**src/rtl/dac_wr_pkg.sv**
```systemverilog
package dac_wr_pkg;
  localparam int FRAME_W = 16;
  localparam int HDR_W   = 2;

  typedef enum logic [2:0] {
    ST_IDLE,
    ST_PRE,   // strobe high before the first word after reset
    ST_LEAD,  // strobe low, clock low, before first rise
    ST_HIGH,
    ST_LOW,
    ST_MID,   // pause between bytes
    ST_GAP    // strobe high after a word
  } seq_st_e;
endpackage

```
**src/rtl/dac_wr_timer.sv**
```systemverilog
module dac_wr_timer #(
  parameter int W = 8
) (
  input  logic         clk_i,
  input  logic         rst_ni,
  input  logic         load_i,
  input  logic [W-1:0] len_i,
  output logic         expire_o
);
  logic [W-1:0] cnt_q;

  always_ff @(posedge clk_i or negedge rst_ni) begin
    if (!rst_ni)                cnt_q <= '0;
    else if (load_i)            cnt_q <= len_i;
    else if (cnt_q > W'(1))     cnt_q <= cnt_q - W'(1);
  end

  // expires in the last cycle of a phase of len_i cycles
  assign expire_o = (cnt_q == W'(1));

  p_len_nonzero_r3: assert property (@(posedge clk_i) disable iff (!rst_ni)
    load_i |-> (len_i != '0));
endmodule

```
**src/rtl/dac_wr_shreg.sv**
```systemverilog
module dac_wr_shreg #(
  parameter int FW    = 16,
  localparam int CW   = $clog2(FW + 1)
) (
  input  logic          clk_i,
  input  logic          rst_ni,
  input  logic          load_i,
  input  logic [FW-1:0] frame_i,
  input  logic          shift_i,
  input  logic          fall_i,
  input  logic          clr_i,
  output logic          dat_o,
  output logic [CW-1:0] sent_o
);
  logic [FW-1:0] sh_q;
  logic          dat_q;
  logic [CW-1:0] sent_q;

  always_ff @(posedge clk_i or negedge rst_ni) begin
    if (!rst_ni) begin
      sh_q   <= '0;
      dat_q  <= 1'b0;
      sent_q <= '0;
    end else begin
      if (load_i) begin
        sh_q   <= frame_i;
        dat_q  <= 1'b0;
        sent_q <= '0;
      end else begin
        if (shift_i) begin
          dat_q <= sh_q[FW-1];
          sh_q  <= {sh_q[FW-2:0], 1'b0};
        end else if (clr_i) begin
          dat_q <= 1'b0;
        end
        if (fall_i) sent_q <= sent_q + 1'b1;
      end
    end
  end

  assign dat_o  = dat_q;
  assign sent_o = sent_q;

  p_sent_range_r4: assert property (@(posedge clk_i) disable iff (!rst_ni)
    sent_q <= CW'(FW));
endmodule

```
**src/rtl/dac_wr_seq.sv**
```systemverilog
module dac_wr_seq
  import dac_wr_pkg::*;
#(
  parameter int CODE_W = 10,
  parameter int MODE_W = 2,
  parameter int DIV_W  = 8,
  parameter int MID_W  = 8,
  parameter int GAP_W  = 8
) (
  input  logic              clk_i,
  input  logic              rst_ni,
  input  logic              split_i,
  input  logic [DIV_W-1:0]  div_i,
  input  logic [MID_W-1:0]  mid_i,
  input  logic [GAP_W-1:0]  gap_i,
  input  logic              req_valid_i,
  input  logic [CODE_W-1:0] code_i,
  input  logic [MODE_W-1:0] mode_i,
  output logic              req_ready_o,
  output logic              frame_o,
  output logic              ser_clk_o,
  output logic              ser_dat_o
);
  localparam int TAIL_W = FRAME_W - HDR_W - MODE_W - CODE_W;
  localparam int TW = (DIV_W > MID_W) ? ((DIV_W > GAP_W) ? DIV_W : GAP_W)
                                      : ((MID_W > GAP_W) ? MID_W : GAP_W);
  localparam int CW = $clog2(FRAME_W + 1);

  seq_st_e st_q, st_d;
  logic [TW-1:0] h_q, m_q, g_q, h_in, g_in, len;
  logic          split_q, armed_q;
  logic          ld_t, exp_t, ld_f, shift, fall, clr;
  logic [FRAME_W-1:0] frame_in;
  logic [CW-1:0] sent;

  assign h_in     = (div_i == '0) ? TW'(1) : TW'(div_i);
  assign g_in     = (gap_i == '0) ? TW'(1) : TW'(gap_i);
  assign frame_in = FRAME_W'({mode_i, code_i}) << TAIL_W;

  always_comb begin
    st_d  = st_q;
    ld_t  = 1'b0;
    len   = '0;
    ld_f  = 1'b0;
    shift = 1'b0;
    fall  = 1'b0;
    clr   = 1'b0;
    unique case (st_q)
      ST_IDLE: if (req_valid_i) begin
        ld_f = 1'b1;
        ld_t = 1'b1;
        if (armed_q) begin st_d = ST_LEAD; len = h_in; end
        else         begin st_d = ST_PRE;  len = g_in; end
      end
      ST_PRE: if (exp_t) begin
        st_d = ST_LEAD; ld_t = 1'b1; len = h_q;
      end
      ST_LEAD, ST_MID: if (exp_t) begin
        st_d = ST_HIGH; ld_t = 1'b1; len = h_q; shift = 1'b1;
      end
      ST_HIGH: if (exp_t) begin
        st_d = ST_LOW; ld_t = 1'b1; len = h_q; fall = 1'b1;
      end
      ST_LOW: if (exp_t) begin
        ld_t = 1'b1;
        if (sent == CW'(FRAME_W)) begin
          st_d = ST_GAP; len = g_q; clr = 1'b1;
        end else if (split_q && sent == CW'(FRAME_W / 2) && m_q != '0) begin
          st_d = ST_MID; len = m_q;
        end else begin
          st_d = ST_HIGH; len = h_q; shift = 1'b1;
        end
      end
      ST_GAP: if (exp_t) st_d = ST_IDLE;
      default: st_d = ST_IDLE;
    endcase
  end

  always_ff @(posedge clk_i or negedge rst_ni) begin
    if (!rst_ni) begin
      st_q    <= ST_IDLE;
      h_q     <= TW'(1);
      m_q     <= '0;
      g_q     <= TW'(1);
      split_q <= 1'b0;
      armed_q <= 1'b0;
    end else begin
      st_q <= st_d;
      if (ld_f) begin
        h_q     <= h_in;
        m_q     <= TW'(mid_i);
        g_q     <= g_in;
        split_q <= split_i;
      end
      if (st_q == ST_GAP && exp_t) armed_q <= 1'b1;
    end
  end

  dac_wr_timer #(.W(TW)) u_timer (
    .clk_i, .rst_ni, .load_i(ld_t), .len_i(len), .expire_o(exp_t)
  );

  dac_wr_shreg #(.FW(FRAME_W)) u_shreg (
    .clk_i, .rst_ni, .load_i(ld_f), .frame_i(frame_in), .shift_i(shift),
    .fall_i(fall), .clr_i(clr), .dat_o(ser_dat_o), .sent_o(sent)
  );

  assign req_ready_o = (st_q == ST_IDLE);
  assign frame_o     = (st_q == ST_PRE) || (st_q == ST_GAP);
  assign ser_clk_o   = (st_q == ST_HIGH);

  p_dat_stable_r2: assert property (@(posedge clk_i) disable iff (!rst_ni)
    $fell(ser_clk_o) |-> $stable(ser_dat_o));
  p_rise_after_word_r4: assert property (@(posedge clk_i) disable iff (!rst_ni)
    $rose(frame_o) |-> (sent == '0 || sent == CW'(FRAME_W)));
  p_no_clk_in_gap_r6: assert property (@(posedge clk_i) disable iff (!rst_ni)
    frame_o |-> !ser_clk_o);
  p_busy_after_accept_r8: assert property (@(posedge clk_i) disable iff (!rst_ni)
    (req_valid_i && req_ready_o) |=> !req_ready_o);
  p_idle_parked_r10: assert property (@(posedge clk_i) disable iff (!rst_ni)
    req_ready_o |-> (!frame_o && !ser_clk_o && !ser_dat_o));
endmodule

```
**config.mk**
```make
export PLATFORM = sky130hd
export DESIGN_NAME = dac_wr_seq
export DESIGN_NICKNAME = d
export VERILOG_FILES = /design/src/rtl/dac_wr_pkg.sv /design/src/rtl/dac_wr_timer.sv /design/src/rtl/dac_wr_shreg.sv /design/src/rtl/dac_wr_seq.sv
export SDC_FILE = /design/constraint.sdc
export NUM_CORES = 1
export LEC_CHECK = 0
export ABC_AREA = 1
export BUFFER_PORTS_ARGS = -buffer_cell sky130_fd_sc_hd__buf_2
export CORE_ASPECT_RATIO = 1.1
export CORE_UTILIZATION = 36
export DETAILED_ROUTE_END_ITERATION = 10
export GPL_ROUTABILITY_DRIVEN = 0
export PLACE_DENSITY = 0.61
export SLEW_MARGIN = 15
export SYNTH_ARGS = -nofsm -noshare
export SYNTH_HDL_FRONTEND = slang
export SYNTH_HIERARCHICAL = 1
export SYNTH_SLANG_ARGS = --single-unit
```
**constraint.sdc**
```tcl
create_clock -name clk_i -period 3.19 [get_ports clk_i]
set_input_delay 0.1595 -clock clk_i [delete_from_list [all_inputs] [get_ports clk_i]]
set_output_delay 0.1595 -clock clk_i [all_outputs]
set_load 0.005 [all_outputs]
```
==> run summary, run 1 <==
Sink Count - 59
PD cells - 368 nW/um^2
Via count - 3005
Cells on worst reg2reg path - 12
CTS root buf - clkbuf_8
TritonCTS clock tree - done
Final setup fails - 0
Hold Path Class - in2reg
Setup_tns - 0 ps
I/O Pins - 44
Cells after Synth - 459
Final Max Tran Viols - 0
Final nets - 549
Min Hold Slack - 14.3 ps
Hold Path Stages - 3
Area after DPL - 3660 sq um
Area Overhead vs Synth - 12.9%
Clock buffer depth - 2
Dpl hpwl - 5810 um
WL final - 7940 um
Diodes inserted - 0
VDD IR-drop max - 0.264 mV
Reg2reg end - u_timer/cnt_q[3]$_DFFE_PN0P_
Final Non-Filler Cells - 623
Final min period - 2620 ps
Sequential element share of the synthesized area - 43.4%
Req. time, crit path - 3430 ps
Achievable Freq - 382 MHz
Hold Crit Start - mid_i[5]
R2r setup slk - 570 ps
FF/Latch Area - 1480 sq um
Critical path peak fanout - 10
Slew @ Worst Pin - 629 ps
Synth unique cells - 35
Yosys reg bits - 59
Post-route ant nets - 0
Worst Hold Path EP - m_q[5]$_DFFE_PN0P_
Pwr Total - 1.41 mW
Setup repair after global routing missed its margin - no
Pre-antenna DRT Iters - 5
Worst-path clk slew - 60 ps
Final instance area - 3840 sq um
Die area - 9850 sq um
Period Utilization, post-route - 82.0%
Starting density of the core - 37.8%
Ys Warns - 6
All-Layer GR Usage - 17.5%
Total grt overflow - 0
Worst Skew - 8.75 ps
DR vias/cell - 4.82
Initial detailed-routing violation count - 245
MaxCap Viol Count - 0
LEAKAGE - 1.95 nW
Slew headroom - 58.1%
First-pass GRT wire length - 13300 um
Main area contributors after synthesis - dfrtp_1 (42%), nand2_1 (17%), nand3_1 (6.0%)
Crit path DAT - 2850 ps
Mean Syn Cell Area - 7.42 sq um
Fin worst setup slack - 573 ps
Die W - 94.7 um
Synth area leader - dfrtp_1
Chip height - 104 um
CP endpoint kind - flop
Layout cell share with drive strength beyond 1 - 17.3%
Initial antenna violation count - 0
H-Tree Depth - 3
Total CTS buffers - 9
Worst reg2reg startpoint - u_timer/cnt_q[1]$_DFFE_PN0P_
Vias in the first global route - 2840
Mapped cell area - 3400 sq um
# port buffers - 43
Crit Path Class - reg2reg
WL/cell - 12.7 um
Clock latency at the later pin of the worst-skew pair - 350 ps
Status - complete, no violations
Placeable Area - 9010 sq um
Detailed-route DRC error count - 0
# rows - 36
Final core occ - 42.7%
Dpl cells - 607
CP startpoint kind - flop
Post-CTS Resized - 0
# fillers - 936
Synth top area share - 41.9%
Multi-input logic area - 1620 sq um
Pin count of the biggest net entering global routing - 46
Setup Slack @ Placement - 598 ps
Final Hold Fails - 0
[synthesized netlist by cell type (all sizes together)]
cell type	n
xnor2	1
o21ai	48
clkbuf	1
o211ai	2
dfstp	2
nand4	4
nor2	51
a22o	1
nand3b	2
a21oi	15
or2	1
dfrtp	57
nand2	159
o31ai	1
conb	1
inv	49
o21a	1
buf	12
nor3	3
o22ai	1
ha	3
nand3	44
[final cells by class]
class	instances	share of cell area (%)
flip-flops and latches	59	38.5
well taps	114	3.71
inverters	49	4.92
clock buffers	11	3.94
clock inverters	3	0.391
multi-input cells	341	42.3
repair buffers	46	6.32
[how the worst max path moves through the flow]
| stage | startpoint | end | cells past startpoint |
|---|---|---|---|
| floorplan | u_timer/cnt_q[1]$_DFFE_PN0P_ | u_timer/cnt_q[3]$_DFFE_PN0P_ | 13 |
| global placement | u_timer/cnt_q[1]$_DFFE_PN0P_ | u_timer/cnt_q[3]$_DFFE_PN0P_ | 12 |
| detailed placement | u_timer/cnt_q[1]$_DFFE_PN0P_ | u_timer/cnt_q[3]$_DFFE_PN0P_ | 12 |
| CTS | u_timer/cnt_q[1]$_DFFE_PN0P_ | u_timer/cnt_q[3]$_DFFE_PN0P_ | 12 |
| global route | u_timer/cnt_q[1]$_DFFE_PN0P_ | u_timer/cnt_q[4]$_DFFE_PN0P_ | 12 |
| finish | u_timer/cnt_q[1]$_DFFE_PN0P_ | u_timer/cnt_q[3]$_DFFE_PN0P_ | 12 |
[state kept, by name, summed over array words and instances, names as in the netlist]
name	cells
u_shreg/sh_q	16
g_q	8
h_q	8
m_q	8
u_timer/cnt_q	8
u_shreg/sent_o	5
st_q	3
armed_q	1
split_q	1
u_shreg/dat_o	1
[per-layer routing]
metal	GRT usage [%]	wire, um	vias to the layer above
met1	22.8	3600	1375
met3	4.75	342	11
met2	27.3	3910	67
met5	0	0	-
li1	-	-	1552
met4	6.82	91	0
[cell families after synthesis]
family                     Yosys count  share of synthesized area [%]
adders and majority gates            3                           1.10
DFF                                 59                           43.4
buffers and inverters               62                           9.19
xor gates and xnor gates             1                          0.257
other                                1                          0.110
AOI/OAI and AO/OA                   69                           11.0
and+or+nand+nor                    264                           34.9
[power breakdown]
part | switching [mW] | leakage (nW) | internal (mW)
logic | 0.0332 | 1.12 | 0.0221
clock network | 0.298 | 0.0908 | 0.311
registers | 0 | 0.746 | 0.748
[worst max-delay path, stage by stage (launching register included)]
cell and delay (ps):
dfrtp_1 400, inv_1 90, ha_1 190, nand2_1 80
nor2_1 400, inv_1 190, nor2_2 290, nor2_1 80
nand2_1 230, inv_2 150, or2_2 290, nand2_1 70
nor2_1 40
[cells in the final DEF (no fill, tap or decap), types with 2 or more instances in the layout]
cell type	instances
a21oi_1	15
buf_2	43
clkbuf_8	11
clkinv_2	3
conb_1	4
dfrtp_1	57
dfstp_2	2
dlygate4sd3_1	2
ha_1	3
inv_1	43
inv_2	5
nand2_1	155
nand2_2	2
nand2_4	2
nand3_1	41
nand3_2	3
nand3b_1	2
nand4_1	4
nor2_1	41
nor2_2	2
nor2_4	6
nor2_8	2
nor3_1	3
o211ai_1	2
o21ai_0	41
o21ai_1	3
o21ai_2	4
[repair_timing]
item | in CTS | in global routing
hold buffers | 2 | 0
endpoints found under the setup margin | 0 | 0
setup buffers | 0 | 0
endpoints found under the hold margin | 27 | 0
(Power assumes the default switching activity.)
==> run 2, diff against run 1 <==
- ABC_AREA: 1 -> 0
- clock period: 3.19 -> 2.6 ns (I/O delays scaled with it)
==> run summary, run 2 <==
Setup_tns - 0 ps
DR vias/cell - 5.31
Asr flop ratio synth - 100%
Worst Skew - 9.62 ps
Max reg flops - 16
Layout cell share with drive strength beyond 1 - 29.5%
Die area - 9510 sq um
Status - complete, no violations
Final setup fails - 0
Placeable Area - 8870 sq um
Worst Hold Path EP - u_shreg/sh_q[3]$_DFFE_PN0P_
Vias in the first global route - 2670
Initial antenna violation count - 0
Worst-path clk slew - 70 ps
Crit path DAT - 2550 ps
All-Layer GR Usage - 17.4%
First-pass GRT wire length - 12800 um
Post-synth top cells - dfrtp_1 (57), nand2_1 (39), o21ai_0 (31)
# rows - 36
Period Utilization, post-route - 88.0%
WL/cell - 14.7 um
Post-synth EDFFs - 0
Pre-antenna DRT Iters - 6
PD cells - 464 nW/um^2
H-Tree Depth - 3
Pin count of the biggest net entering global routing - 40
Sequential element share of the synthesized area - 45.0%
Final Non-Filler Cells - 518
Min Hold Slack - 21.3 ps
Fin worst setup slack - 312 ps
Total CTS buffers - 9
VDD IR-drop max - 0.265 mV
Total grt overflow - 0
Most flop-heavy register - u_shreg/sh_q
Critical-path cell list - or3_4, nor3b_4, a21oi_2, nor2_1, o32ai_4, buf_4, or3b_1, a21oi_2
Slew @ Worst Pin - 753 ps
Commonest non-fill, non-tap cell in the layout - dfrtp_1
Hold Crit Start - code_i[1]
TritonCTS clock tree - done
Setup Slack @ Placement - 316 ps
Area Overhead vs Synth - 23.0%
Yosys reg bits - 59
Final Max Tran Viols - 0
CP endpoint kind - flop
Most common cell in the synthesized netlist - dfrtp_1
I/O Pins - 44
CP max stage delay - 440 ps
CP startpoint kind - flop
Diodes inserted - 0
Starting density of the core - 37.0%
Hold Path Stages - 3
Final instance area - 4040 sq um
WL final - 7610 um
Post-route ant nets - 0
Synth top area share - 43.4%
Synth unique cells - 55
CTS root buf - clkbuf_8
Worst reg2reg startpoint - u_shreg/sent_o[2]$_DFFE_PN0P_
Final core occ - 45.5%
Achievable Freq - 437 MHz
Synth area leader - dfrtp_1
Main area contributors after synthesis - dfrtp_1 (43%), mux2_2 (8.6%), mux2i_1 (5.2%)
Final nets - 442
Cells after Synth - 334
Ys Warns - 6
Final min period - 2290 ps
Mapped cell area - 3280 sq um
Clock buffer depth - 2
Initial detailed-routing violation count - 98
Most frequent cells in the layout - dfrtp_1 (57), buf_2 (43), nand2_1 (39), o21ai_0 (31), mux2_2 (25)
Setup repair after global routing missed its margin - no
Req. time, crit path - 2870 ps
Most used cell, CP - a21oi_2
Die W - 93.1 um
Worst Path Buf+Inv - 1
Clock latency at the later pin of the worst-skew pair - 330 ps
R2r setup slk - 310 ps
Final Hold Fails - 0
Reg2reg end - u_shreg/dat_o$_DFFE_PN0P_
LEAKAGE - 1.67 nW
Crit Path Class - reg2reg
Sink Count - 59
Area after DPL - 3720 sq um
Slew headroom - 49.8%
Mean Syn Cell Area - 9.83 sq um
Via count - 2748
Critical path peak fanout - 18
Hold Path Class - in2reg
Critical path's slowest cell - or3_4
Chip height - 102 um
Dpl hpwl - 5400 um
# port buffers - 43
Detailed-route DRC error count - 0
MaxCap Viol Count - 0
Cells on worst reg2reg path - 8
Dpl cells - 491
Cell family with most CP delay - simple AND/OR/NAND/NOR gates
Pwr Total - 1.87 mW
Dominant synthesized flop cell - dfrtp_1
## run 2: cell type report
cell class | instances | area (sq um)
Sequential cell | 59 | 1480
Clock inverter | 4 | 47.5
Multi-Input combinational cell | 243 | 1680
Clock buffer | 12 | 165
Timing Repair Buffer | 74 | 475
Inverter | 12 | 45.0
Tap cell | 114 | 143
Fill cell | 846 | 4830
## run 2: layer usage
layer	wire length (um)	GRT usage (%)	up-vias	share of wire [%]
li1	-	-	1349	-
met5	0	0	-	0
met2	3450	25.8	62	45
met4	217	8.64	0	2.9
met1	3620	23.8	1319	48
met3	319	4.17	18	4.2
## run 2: kinds of logic after synthesis
family | count (synthesis) | synth area share, %
multiplexers | 44 | 14.4
buffers and inverters | 35 | 4.84
AO/OA/AOI/OAI | 92 | 18.6
flip-flops | 59 | 45.0
adder cells (fa/ha/maj) | 3 | 1.14
other | 1 | 0.114
XOR/XNOR | 2 | 0.533
AND/OR/NAND/NOR | 98 | 15.4
## run 2: worst max path at each step
stage                                        from                           end  cells past startpoint
CTS                 u_shreg/sent_o[2]$_DFFE_PN0P_     u_shreg/dat_o$_DFFE_PN0P_                      8
detailed placement  u_shreg/sent_o[2]$_DFFE_PN0P_     u_shreg/dat_o$_DFFE_PN0P_                      8
global placement    u_shreg/sent_o[2]$_DFFE_PN0P_     u_shreg/dat_o$_DFFE_PN0P_                      8
global route         u_timer/cnt_q[4]$_DFFE_PN0P_   u_shreg/sh_q[8]$_DFFE_PN0P_                      8
finish              u_shreg/sent_o[2]$_DFFE_PN0P_     u_shreg/dat_o$_DFFE_PN0P_                      8
floorplan            u_timer/cnt_q[4]$_DFFE_PN0P_  u_shreg/sh_q[10]$_DFFE_PN0P_                      9
## run 2: worst register-to-register path: cells and delay by family (launching register included)
family                 cells  cell delay [ps]
AND/OR/NAND/NOR            4             1280
flip-flops                 1              410
buffers and inverters      1              230
AO/OA/AOI/OAI              3              300
## run 2: repair_timing
action,4_1_cts,5_1_grt
hold buffers,11,0
endpoints found under the setup margin,0,0
resized for setup,0,0
buffers inserted,0,0
hold endpoints to repair,39,0
## run 2: report_power, final
group          internal (mW)  total (mW)  switching [mW]
registers              0.918       0.918               0
clock network          0.517       0.877           0.359
logic                 0.0389      0.0792          0.0403
==> run 3, diff against run 2 <==
- SYNTH_HIERARCHICAL: 1 -> not set
==> run summary, run 3 <==
Mapped cell area - 3210 sq um
Post-synth top cells - nand2_1 (123), dfrtp_1 (55), nor2_1 (19)
Post-synth EDFFs - 0
Worst Hold Path EP - g_q[6]$_DFFE_PN0P_
Die area - 9290 sq um
R2r setup slk - 320 ps
MaxCap Viol Count - 0
Post-route ant nets - 0
Most frequent cells in the layout - nand2_1 (123), dfrtp_1 (55), buf_2 (43), nor2_1 (19), a21oi_1 (17)
Total CTS buffers - 9
WL final - 7940 um
Setup repair after global routing missed its margin - no
Pre-antenna DRT Iters - 4
Layout cell share with drive strength beyond 1 - 21.6%
Mapped Nets - 420
Critical path's slowest cell - a21oi_2
# rows - 35
Critical path peak fanout - 12
Setup_tns - 0 ps
# fillers - 877
PD cells - 908 nW/um^2
Max reg flops - 14
Crit Path Class - reg2reg
Ys Warns - 0
CTS root buf - clkbuf_8
Dpl hpwl - 6020 um
Placeable Area - 8500 sq um
Final Hold Fails - 0
CP max stage delay - 510 ps
TritonCTS clock tree - done
FF/Latch Area - 1430 sq um
Hold Crit Start - gap_i[6]
Period Utilization, post-route - 87.6%
Post-CTS setup repair buffer count - 0
CP endpoint kind - flop
All-Layer GR Usage - 19.0%
Chip height - 101 um
Initial detailed-routing violation count - 155
Total grt overflow - 0
Sequential element share of the synthesized area - 44.6%
Dominant synthesized flop cell - dfrtp_1
VDD IR-drop max - 0.396 mV
Starting density of the core - 37.7%
Hold Path Stages - 3
WL/cell - 14.4 um
Hold Path Class - in2reg
CP startpoint kind - flop
Cell family with most CP delay - compound AO/OA/AOI/OAI gates
First-pass GRT wire length - 13800 um
I/O Pins - 44
Status - complete, no violations
Synth unique cells - 52
Final instance area - 3900 sq um
Yosys reg bits - 57
H-Tree Depth - 3
Final setup fails - 0
Initial antenna violation count - 0
Pin count of the biggest net entering global routing - 38
Final min period - 2280 ps
Reg2reg end - u_shreg.sh_q[4]$_DFFE_PN0P_
Worst-path clk slew - 70 ps
Most used cell, CP - a21oi_2
Worst Skew - 8.65 ps
Vias in the first global route - 2845
Req. time, crit path - 2820 ps
Area after DPL - 3560 sq um
Achievable Freq - 439 MHz
Asr flop ratio synth - 100%
Die W - 92.0 um
Final nets - 478
Commonest non-fill, non-tap cell in the layout - nand2_1
Cells on worst reg2reg path - 7
Crit path DAT - 2500 ps
Synth area leader - dfrtp_1
Synth top area share - 42.9%
# port buffers - 43
Detailed-route DRC error count - 0
Clock buffer depth - 2
Main area contributors after synthesis - dfrtp_1 (43%), nand2_1 (14%), mux2_2 (4.2%)
Area Overhead vs Synth - 21.7%
Diodes inserted - 0
Slew @ Worst Pin - 674 ps
Sink Count - 57
Worst reg2reg startpoint - u_shreg.sent_o[0]$_DFFE_PN0P_
Final Max Tran Viols - 0
LEAKAGE - 1.90 nW
DR vias/cell - 5.17
Most flop-heavy register - u_shreg.sh_q
Worst Path Buf+Inv - 1
Via count - 2846
Critical-path cell list - inv_1, ha_1, nor4b_4, a21oi_2, o211a_1, a21oi_2, mux2_2
Slew headroom - 54.7%
Mean Syn Cell Area - 8.53 sq um
Cells after Synth - 376
CP startpoint - u_shreg.sent_o[0]$_DFFE_PN0P_
Multi-input logic area - 1650 sq um
Clock latency at the later pin of the worst-skew pair - 340 ps
Most common cell in the synthesized netlist - nand2_1
run 3: changes by cell type in the layout (fill, tap and decap cells not counted), sizes merged, moves of 5 or more:
cell    change
nand2      +84
o21ai      -22
mux2       -15
mux2i      -13
nor3        +8
buf         -7
o22ai       +6
xor2        +6
a222oi      -5
a22oi       +5
and2b       +5
nor2b       +5
nor4        -5
run 3: cells by family (layout without fill, tap and decap cells):
group	count (synthesis)	count (layout)	share of synthesized area, %
buffers and inverters	30	93	4.10
AND/OR/NAND/NOR	190	190	26.7
multiplexers	16	16	5.46
adder cells (fa/ha/maj)	4	4	1.56
XOR/XNOR	9	9	2.46
flip-flops	57	57	44.6
AO/OA/AOI/OAI	70	70	15.1
run 3: final cells by class:
type,count,share of cell area [%]
inverters,10,0.962
clock buffers,10,3.53
flip-flops and latches,57,36.6
multi-input cells,289,42.2
well taps,111,3.56
clock inverters,6,2.31
repair buffers,67,10.8
run 3: report_power, final:
part	leakage [nW]	switching, mW	internal [mW]	total, mW
Combinational	1.07	0.534	0.507	1.04
Sequential	0.723	0.288	1.27	1.56
Clock	0.113	0.374	0.568	0.943
run 3: per-layer routing:
metal	track usage [%]	up-vias	wire (um)
li1	-	1415	-
met2	30.7	64	3750
met5	0	-	0
met4	6.37	0	107
met1	25.7	1357	3820
met3	3.62	10	267
run 3: through the flow:
step / total power, mW / setup WS, ps / utilization, % / cells / hold WS [ps]
final: 3.54 / 321 / 45.9 / 550 / 11.8
after global routing: 3.83 / 117 / 45.9 / 550 / 16.7
after CTS: 3.57 / 260 / 45.9 / 550 / 5.72
after detailed placement: 2.61 / 307 / 41.9 / 523 / 123
after global placement: 2.56 / 376 / 41.9 / 523 / 119
after floorplan: 2.27 / 496 / - / 376 / -166
run 3: how the worst max path moves through the flow:
stage / endpoint / slack, ps / cells after the start
6_report: u_shreg.sh_q[4]$_DFFE_PN0P_ / 320 / 7
5_1_grt: u_shreg.sh_q[4]$_DFFE_PN0P_ / 120 / 7
4_1_cts: u_shreg.sh_q[8]$_DFFE_PN0P_ / 260 / 7
3_5_place_dp: u_shreg.sh_q[8]$_DFFE_PN0P_ / 310 / 7
3_3_place_gp: u_shreg.sh_q[11]$_DFFE_PN0P_ / 380 / 7
2_1_floorplan: u_shreg.sh_q[10]$_DFFE_PN0P_ / 500 / 8
run 3: worst register-to-register path, delay by kind of cell, from the launching register on:
kind / cells / cell delay, ps
buf+inv: 1 / 70
flops: 1 / 420
mux: 1 / 410
simple gates: 1 / 230
compound gates: 3 / 870
fa+ha+maj: 1 / 170
run 3: timing repair:
| item | 4_1_cts | 5_1_grt |
|---|---|---|
| endpoints found under the hold margin | 30 | 0 |
| resized for setup | 0 | 0 |
| hold buffers | 11 | 0 |
